==> src/rtl/otp_seq_pkg.sv <==
package otp_seq_pkg;
  typedef enum logic [3:0] {
    ST_IDLE, ST_CLKEN, ST_OTPEN, ST_ADDR, ST_LAUNCH,
    ST_POLL, ST_DATA, ST_STAT, ST_WAIT
  } seq_state_t;

  localparam logic [7:0] REG_CLKEN = 8'h42;
  localparam logic [7:0] REG_CFG   = 8'h51;
  localparam logic [7:0] REG_ADDR  = 8'h52;
  localparam logic [7:0] REG_DATA  = 8'h53;
  localparam logic [7:0] REG_CTRL  = 8'h54;
  localparam logic [7:0] REG_STAT  = 8'h58;

  localparam logic [7:0] VAL_ON    = 8'h01;
  localparam logic [7:0] CTRL_RD   = 8'h02;
  localparam logic [7:0] CTRL_LK0  = 8'h04;
  localparam logic [7:0] CTRL_LK1  = 8'h08;
endpackage

==> src/rtl/otp_bus_port.sv <==
module otp_bus_port #(
  parameter int AW = 8,
  parameter int DW = 8
) (
  input  logic          clk,
  input  logic          rst,
  input  logic          start,
  input  logic          start_wr,
  input  logic [AW-1:0] start_addr,
  input  logic [DW-1:0] start_wdata,
  output logic [AW-1:0] bus_addr,
  output logic [DW-1:0] bus_wdata,
  output logic          bus_wr,
  output logic          bus_rd,
  input  logic [DW-1:0] bus_rdata,
  input  logic          bus_ready,
  output logic          ack,
  output logic [DW-1:0] ack_data
);
  logic active;
  assign active = bus_wr | bus_rd;

  always_ff @(posedge clk) begin
    if (rst) begin
      bus_wr    <= 1'b0;
      bus_rd    <= 1'b0;
      ack       <= 1'b0;
      bus_addr  <= '0;
      bus_wdata <= '0;
      ack_data  <= '0;
    end else begin
      ack <= 1'b0;
      if (active && bus_ready) begin
        bus_wr   <= 1'b0;
        bus_rd   <= 1'b0;
        ack      <= 1'b1;
        ack_data <= bus_rdata;
      end else if (start && !active) begin
        bus_wr    <= start_wr;
        bus_rd    <= !start_wr;
        bus_addr  <= start_addr;
        bus_wdata <= start_wdata;
      end
    end
  end


  strobe_excl_chk: assert property (@(posedge clk) disable iff (rst)
    !(bus_wr && bus_rd));


  strobe_hold_chk: assert property (@(posedge clk) disable iff (rst)
    (active && !bus_ready) |=> (active && $stable(bus_addr) && $stable(bus_wdata)
                                && $stable(bus_wr)));
endmodule

==> src/rtl/otp_wait_timer.sv <==
module otp_wait_timer #(
  parameter int CYCLES = 20
) (
  input  logic clk,
  input  logic rst,
  input  logic start,
  output logic expired
);
  localparam int W = $clog2(CYCLES + 1);
  localparam logic [W-1:0] LOAD = W'(CYCLES - 1);

  logic [W-1:0] cnt;
  logic         run;

  always_ff @(posedge clk) begin
    if (rst) begin
      cnt     <= '0;
      run     <= 1'b0;
      expired <= 1'b0;
    end else begin
      expired <= 1'b0;
      if (start) begin
        cnt <= LOAD;
        run <= 1'b1;
      end else if (run) begin
        if (cnt == '0) begin
          run     <= 1'b0;
          expired <= 1'b1;
        end else begin
          cnt <= cnt - 1'b1;
        end
      end
    end
  end


  wait_range_chk: assert property (@(posedge clk) disable iff (rst)
    run |-> (cnt <= LOAD));


  expire_stop_chk: assert property (@(posedge clk) disable iff (rst)
    expired |-> !run);
endmodule

==> src/rtl/otp_retry_ctr.sv <==
module otp_retry_ctr #(
  parameter int MAX = 10
) (
  input  logic                       clk,
  input  logic                       rst,
  input  logic                       clr,
  input  logic                       inc,
  output logic [$clog2(MAX+1)-1:0]   count,
  output logic                       last
);
  localparam int W = $clog2(MAX + 1);
  localparam logic [W-1:0] LAST_VAL = W'(MAX - 1);

  assign last = (count == LAST_VAL);

  always_ff @(posedge clk) begin
    if (rst || clr) count <= '0;
    else if (inc)   count <= count + 1'b1;
  end


  retry_bound_chk: assert property (@(posedge clk) disable iff (rst)
    count <= LAST_VAL);


  no_inc_at_last_chk: assert property (@(posedge clk) disable iff (rst)
    inc |-> !last);
endmodule

==> src/rtl/otp_seq.sv <==
module otp_seq
  import otp_seq_pkg::*;
#(
  parameter int CLK_HZ    = 250_000_000,
  parameter int WAIT_MS   = 10,
  parameter int MAX_TRIES = 10
) (
  input  logic       clk,
  input  logic       rst,
  input  logic       cmd_valid,
  input  logic       cmd_lock,
  input  logic       cmd_level,
  input  logic [7:0] cmd_addr,
  output logic       busy,
  output logic       done,
  output logic       done_ok,
  output logic [7:0] done_data,
  output logic       defective,
  output logic [7:0] bus_addr,
  output logic [7:0] bus_wdata,
  output logic       bus_wr,
  output logic       bus_rd,
  input  logic [7:0] bus_rdata,
  input  logic       bus_ready
);
  localparam int RAW_WAIT    = (CLK_HZ / 1000) * WAIT_MS;
  localparam int WAIT_CYCLES = (RAW_WAIT < 1) ? 1 : RAW_WAIT;
  localparam int TRY_W       = $clog2(MAX_TRIES + 1);

  seq_state_t state;
  logic       clk_on;
  logic       issued;
  logic       op_lock, op_level;
  logic [7:0] op_addr;

  logic       x_start, x_wr, ack;
  logic [7:0] x_addr, x_wdata, ack_data;
  logic       tmr_start, tmr_done;
  logic       try_clr, try_inc, try_last;
  logic [TRY_W-1:0] try_cnt;

  logic [7:0] cmd_bit;
  logic       lock_ok, crc_ok, stat_good;

  assign cmd_bit   = !op_lock ? CTRL_RD : (op_level ? CTRL_LK1 : CTRL_LK0);
  assign lock_ok   = op_level ? ack_data[6] : ack_data[4];
  assign crc_ok    = op_level ? ack_data[7] : ack_data[5];
  assign stat_good = lock_ok && crc_ok;

  always_comb begin
    x_wr    = 1'b0;
    x_addr  = REG_CFG;
    x_wdata = VAL_ON;
    unique case (state)
      ST_CLKEN:  begin x_wr = 1'b1; x_addr = REG_CLKEN; x_wdata = VAL_ON;  end
      ST_OTPEN:  begin x_wr = 1'b1; x_addr = REG_CFG;   x_wdata = VAL_ON;  end
      ST_ADDR:   begin x_wr = 1'b1; x_addr = REG_ADDR;  x_wdata = op_addr; end
      ST_LAUNCH: begin x_wr = 1'b1; x_addr = REG_CTRL;  x_wdata = cmd_bit; end
      ST_POLL:   begin x_addr = REG_CTRL; end
      ST_DATA:   begin x_addr = REG_DATA; end
      ST_STAT:   begin x_addr = REG_STAT; end
      default:   begin x_addr = REG_CFG; end
    endcase
  end

  assign x_start   = !issued && (state != ST_IDLE) && (state != ST_WAIT);
  assign try_clr   = (state == ST_IDLE) && cmd_valid;
  assign try_inc   = (state == ST_STAT) && ack && !stat_good && !try_last;
  assign tmr_start = try_inc;

  always_ff @(posedge clk) begin
    if (rst) begin
      state     <= ST_IDLE;
      clk_on    <= 1'b0;
      issued    <= 1'b0;
      busy      <= 1'b0;
      done      <= 1'b0;
      done_ok   <= 1'b0;
      done_data <= '0;
      defective <= 1'b0;
      op_lock   <= 1'b0;
      op_level  <= 1'b0;
      op_addr   <= '0;
    end else begin
      done <= 1'b0;
      if (x_start)  issued <= 1'b1;
      else if (ack) issued <= 1'b0;

      unique case (state)
        ST_IDLE: if (cmd_valid) begin
          busy     <= 1'b1;
          op_lock  <= cmd_lock;
          op_level <= cmd_level;
          op_addr  <= cmd_addr;
          state    <= clk_on ? ST_OTPEN : ST_CLKEN;
        end
        ST_CLKEN: if (ack) begin
          clk_on <= 1'b1;
          state  <= ST_OTPEN;
        end
        ST_OTPEN:  if (ack) state <= op_lock ? ST_LAUNCH : ST_ADDR;
        ST_ADDR:   if (ack) state <= ST_LAUNCH;
        ST_LAUNCH: if (ack) state <= ST_POLL;
        ST_POLL: if (ack && ((ack_data & cmd_bit) == '0))
          state <= op_lock ? ST_STAT : ST_DATA;
        ST_DATA: if (ack) begin
          state     <= ST_IDLE;
          busy      <= 1'b0;
          done      <= 1'b1;
          done_ok   <= 1'b1;
          done_data <= ack_data;
        end
        ST_STAT: if (ack) begin
          if (stat_good || try_last) begin
            state     <= ST_IDLE;
            busy      <= 1'b0;
            done      <= 1'b1;
            done_ok   <= stat_good;
            done_data <= '0;
            if (!stat_good) defective <= 1'b1;
          end else begin
            state <= ST_WAIT;
          end
        end
        ST_WAIT: if (tmr_done) state <= ST_OTPEN;
        default: state <= ST_IDLE;
      endcase
    end
  end

  otp_bus_port #(.AW(8), .DW(8)) u_port (
    .clk(clk), .rst(rst),
    .start(x_start), .start_wr(x_wr), .start_addr(x_addr), .start_wdata(x_wdata),
    .bus_addr(bus_addr), .bus_wdata(bus_wdata), .bus_wr(bus_wr), .bus_rd(bus_rd),
    .bus_rdata(bus_rdata), .bus_ready(bus_ready),
    .ack(ack), .ack_data(ack_data)
  );

  otp_wait_timer #(.CYCLES(WAIT_CYCLES)) u_timer (
    .clk(clk), .rst(rst), .start(tmr_start), .expired(tmr_done)
  );

  otp_retry_ctr #(.MAX(MAX_TRIES)) u_retry (
    .clk(clk), .rst(rst), .clr(try_clr), .inc(try_inc),
    .count(try_cnt), .last(try_last)
  );


  strobe_busy_chk: assert property (@(posedge clk) disable iff (rst)
    (bus_wr || bus_rd) |-> busy);


  done_pulse_chk: assert property (@(posedge clk) disable iff (rst)
    done |=> !done);


  done_idle_chk: assert property (@(posedge clk) disable iff (rst)
    done |-> (!busy && $past(busy)));


  defect_sticky_chk: assert property (@(posedge clk) disable iff (rst)
    defective |=> defective);


  wait_no_strobe_chk: assert property (@(posedge clk) disable iff (rst)
    (state == ST_WAIT) |-> !(bus_wr || bus_rd));


  retry_idle_chk: assert property (@(posedge clk) disable iff (rst)
    (state == ST_OTPEN && !op_lock) |-> (try_cnt == '0));
endmodule

==> config.mk <==
export PLATFORM = sky130hd
export DESIGN_NAME = otp_seq
export DESIGN_NICKNAME = d
export VERILOG_FILES = /design/src/rtl/otp_seq_pkg.sv /design/src/rtl/otp_bus_port.sv /design/src/rtl/otp_wait_timer.sv /design/src/rtl/otp_retry_ctr.sv /design/src/rtl/otp_seq.sv
export SDC_FILE = /design/constraint.sdc
export NUM_CORES = 1
export LEC_CHECK = 0
export BUFFER_PORTS_ARGS = -buffer_cell sky130_fd_sc_hd__buf_4
export CAP_MARGIN = 20
export CORE_UTILIZATION = 30
export DETAILED_ROUTE_END_ITERATION = 12
export SETUP_SLACK_MARGIN = 0.4
export SLEW_MARGIN = 20
export SYNTH_ARGS = -nofsm -noshare
export SYNTH_HDL_FRONTEND = slang
export SYNTH_SLANG_ARGS = --single-unit
==> constraint.sdc <==
create_clock -name clk -period 4.8 [get_ports clk]
set_input_delay 0.48 -clock clk [delete_from_list [all_inputs] [get_ports clk]]
set_output_delay 0.48 -clock clk [all_outputs]
set_load 0.03 [all_outputs]
==> flow_metrics.env <==
export IMPL_diodes=0
export IMPL_powerDensity_nw_per_um2=480
export IMPL_wl_met2_mm=3.58
export IMPL_critPathKind="register to register"
export IMPL_arrival_ns=2.50
export IMPL_rsz0062_at_grt="no"
export IMPL_grt_usage_pct=13.6
export IMPL_seqPwrFrac_pct=40.5
export IMPL_required_ns=4.99
export IMPL_drt_first_pass_iters=4
export IMPL_p_int_mw=1.42
export IMPL_worstMarginPinSlew_ns=0.833
export IMPL_min_period_over_period_pct=48.1
export IMPL_yosys_top_cells_count="81 x dfxtp_1, 50 x nor2_1, 30 x a21oi_1, 17 x xor2_1"
export IMPL_globalRouteOverflowTotal=0
export IMPL_cpPeakStageDelay_ns=0.67
export IMPL_htreeDepth=3
export IMPL_top_layer="met4"
export IMPL_routedWlPerCell_um=14.0
export IMPL_avgSynthCellArea_um2=9.19
export IMPL_wl_met3_um=347
export IMPL_viasPerCell=5.13
export IMPL_nets=447
export IMPL_syn_instance_count=387
export IMPL_min_period_ns=2.31
export IMPL_fin_ws_ns=2.49
export IMPL_grt_antenna_before_repair=0
export IMPL_ant_nets=0
export IMPL_die_w_um=111
export IMPL_clock_sinks=81
export IMPL_post_cts_setup_buffers=0
export IMPL_max_cap_violations=0
export IMPL_core_area_um2=11500
export IMPL_status="finished clean"
export IMPL_p_sw_mw=0.649
export IMPL_slew_headroom_pct=44.4
export IMPL_synth_seq_cells=81
export IMPL_slowest_stage="dfxtp_1"
export IMPL_path_delay_family="simple AND/OR/NAND/NOR gates"
export IMPL_cts_tree="yes"
export IMPL_fin_setup_tns_ns=0
export IMPL_ys_seq_area_share_pct=45.6
export IMPL_cts_resized=0
export IMPL_grt_max_degree=57
export IMPL_path_cells="nand4b_1 -> or2_1 -> nand2b_1 -> nor4_1"
export IMPL_wl_mm=7.99
export IMPL_finalSetupViolCount=0
export IMPL_vias=2921
export IMPL_layout_drive_gt1_share_pct=19.0
export IMPL_cts_hold_buf=0
export IMPL_cts_max_path_buffers=2
export IMPL_hold_viol=0
export IMPL_chipHeight_um=111
export IMPL_grt_pass1_vias=2779
export IMPL_syn_area_um2=3550
export IMPL_power_frac_comb_pct=23.7
export IMPL_path_max_fanout=19
export IMPL_drc=0
export IMPL_port_buffers=49
export IMPL_start_util_pct=31.0
export IMPL_numCtsBuffers=9
export IMPL_gp_congestion=0.787
export IMPL_switching_share_pct=31.3
export IMPL_max_vdd_ir_drop_uv=243
export IMPL_synth_edf_count=0
export IMPL_die_area_um2=12300
export IMPL_yosysTopAreaCellShare_pct=45.6
export IMPL_worst_setup_path_start_kind="register"
export IMPL_worstHoldPathType="primary input to register"
export IMPL_regToRegSetupSlack_ns=2.49
export IMPL_synth_warnings=0
export IMPL_dp_hpwl_mm=5.54
export IMPL_cp_num_buf_inv=0
export IMPL_fp_row_count=39
export IMPL_dp_slack_ns=2.49
export IMPL_yosysMostFrequentCell="dfxtp_1"
export IMPL_cp_end_kind="register"
export IMPL_max_freq_mhz=433
export IMPL_cts_root_buf="clkbuf_16"
export IMPL_drt_met1_wl_mm=3.97
export IMPL_p_leak_nw=1.63
export IMPL_synth_ff_type="dfxtp_1"
export IMPL_area_growth_pct=21.5
export IMPL_synth_largest_area_cell="dfxtp_1"
export IMPL_nFillCells=1158
export IMPL_clk_pin_slew_ns=0.06
export IMPL_io_pins=52
export IMPL_drtIter0Drc=115
export IMPL_clock_power_share_pct=35.8
export IMPL_fin_skew_ns=0.00601
export IMPL_grt_pass1_wl_mm=13.6
export IMPL_fin_total_pwr_mw=2.07
export IMPL_worst_skew_pair_late_latency_ns=0.33
export IMPL_slew_violations=0
export IMPL_async_flop_share_pct=0
export IMPL_synth_cell_types=51
export IMPL_ys_top_cells_by_area="dfxtp_1 46%, nor2_1 5.3%, a21oi_1 4.2%, xor2_1 4.2%, a22o_1 3.9%"
placed cells by master, fill, tap and decap left out, types with 4 or more instances in the layout:
cell type | netlist | final
a211oi_1 | 10 | 10
a21oi_1 | 30 | 30
a22o_1 | 16 | 16
buf_4 | 2 | 50
clkbuf_16 | 0 | 9
dfxtp_1 | 81 | 81
ha_1 | 4 | 4
inv_1 | 8 | 8
mux2i_1 | 12 | 12
nand2_1 | 11 | 11
nand2b_1 | 4 | 4
nand3_1 | 12 | 12
nand4_1 | 13 | 13
nor2_1 | 50 | 50
nor2b_1 | 7 | 7
nor3_1 | 16 | 16
nor4_1 | 5 | 5
nor4_2 | 5 | 5
o211ai_1 | 4 | 4
o21a_1 | 5 | 5
xnor2_1 | 5 | 5
xor2_1 | 17 | 17
state kept, by name (all words and copies together) (netlist names), 4 cells and up:
signal and cells:
u_timer.cnt 22, u_port.bus_addr 6, state 4, u_port.bus_wdata 8, done_data 8, u_retry.count 4, op_addr 8, u_port.ack_data 8
worst paths after layout:
kind / cells after the start / to / start
hold / removal: 2 / u_port.ack_data[2]$_SDFFE_PP0P_ / bus_rdata[2]
hold reg to reg: 2 / u_port.bus_wdata[6]$_SDFFE_PP0P_ / u_port.bus_wdata[6]$_SDFFE_PP0P_
setup / recovery: 4 / u_timer.expired$_SDFF_PP0_ / state[1]$_SDFFE_PP0P_
setup reg to reg: 4 / u_timer.expired$_SDFF_PP0_ / state[1]$_SDFFE_PP0P_
final cells by class:
class | instances | area, um2 | area share [%]
multi-input cells | 271 | 1780 | 41.3
flip-flops and latches | 81 | 1620 | 37.6
repair buffers | 50 | 375 | 8.69
inverters | 8 | 30.0 | 0.695
clock inverters | 5 | 77.6 | 1.80
well taps | 143 | 179 | 4.14
clock buffers | 11 | 253 | 5.85
power by group through the flow:
stage	Sequential (mW)	Combinational [mW]	Clock [mW]
after floorplan	0.862	0.339	0
after global placement	0.850	0.491	0
after detailed placement	0.854	0.495	0
after CTS	0.839	0.497	0.762
after global routing	0.857	0.542	0.791
final	0.839	0.491	0.742
per-layer routing:
| metal | vias to the layer above | GRT usage [%] |
|---|---|---|
| li1 | 1460 | - |
| met1 | 1396 | 18.3 |
| met2 | 58 | 21.2 |
| met3 | 7 | 3.77 |
| met4 | 0 | 4.00 |
| met5 | - | 0 |
worst reg2reg max path: stages (launching register included):
cell      delay [ns]
dfxtp_1         0.67
nand4b_1        0.42
or2_1           0.55
nand2b_1        0.42
nor4_1          0.11
logic make-up (layout without fill, tap and decap cells):
family	Yosys count	count (layout)	share of synthesized area [%]
compound gates	80	80	15.5
xor+xnor	22	22	5.42
fa+ha+maj	4	4	1.41
buf+inv	36	74	4.36
flops	81	81	45.6
mux	13	13	3.70
other cells	1	2	0.105
simple gates	150	150	23.9
per-stage QoR:
stage	hold WS [ns]	utilization [%]	std cells	cell area [um2]
after global placement	0.444	34.8	553	3990
after global routing	0.351	37.7	569	4320
after CTS	0.356	37.7	569	4320
final	0.363	37.7	569	4320
after floorplan	0.443	-	388	3560
after detailed placement	0.450	34.8	553	3990
Power figures use the tool's default switching activity.
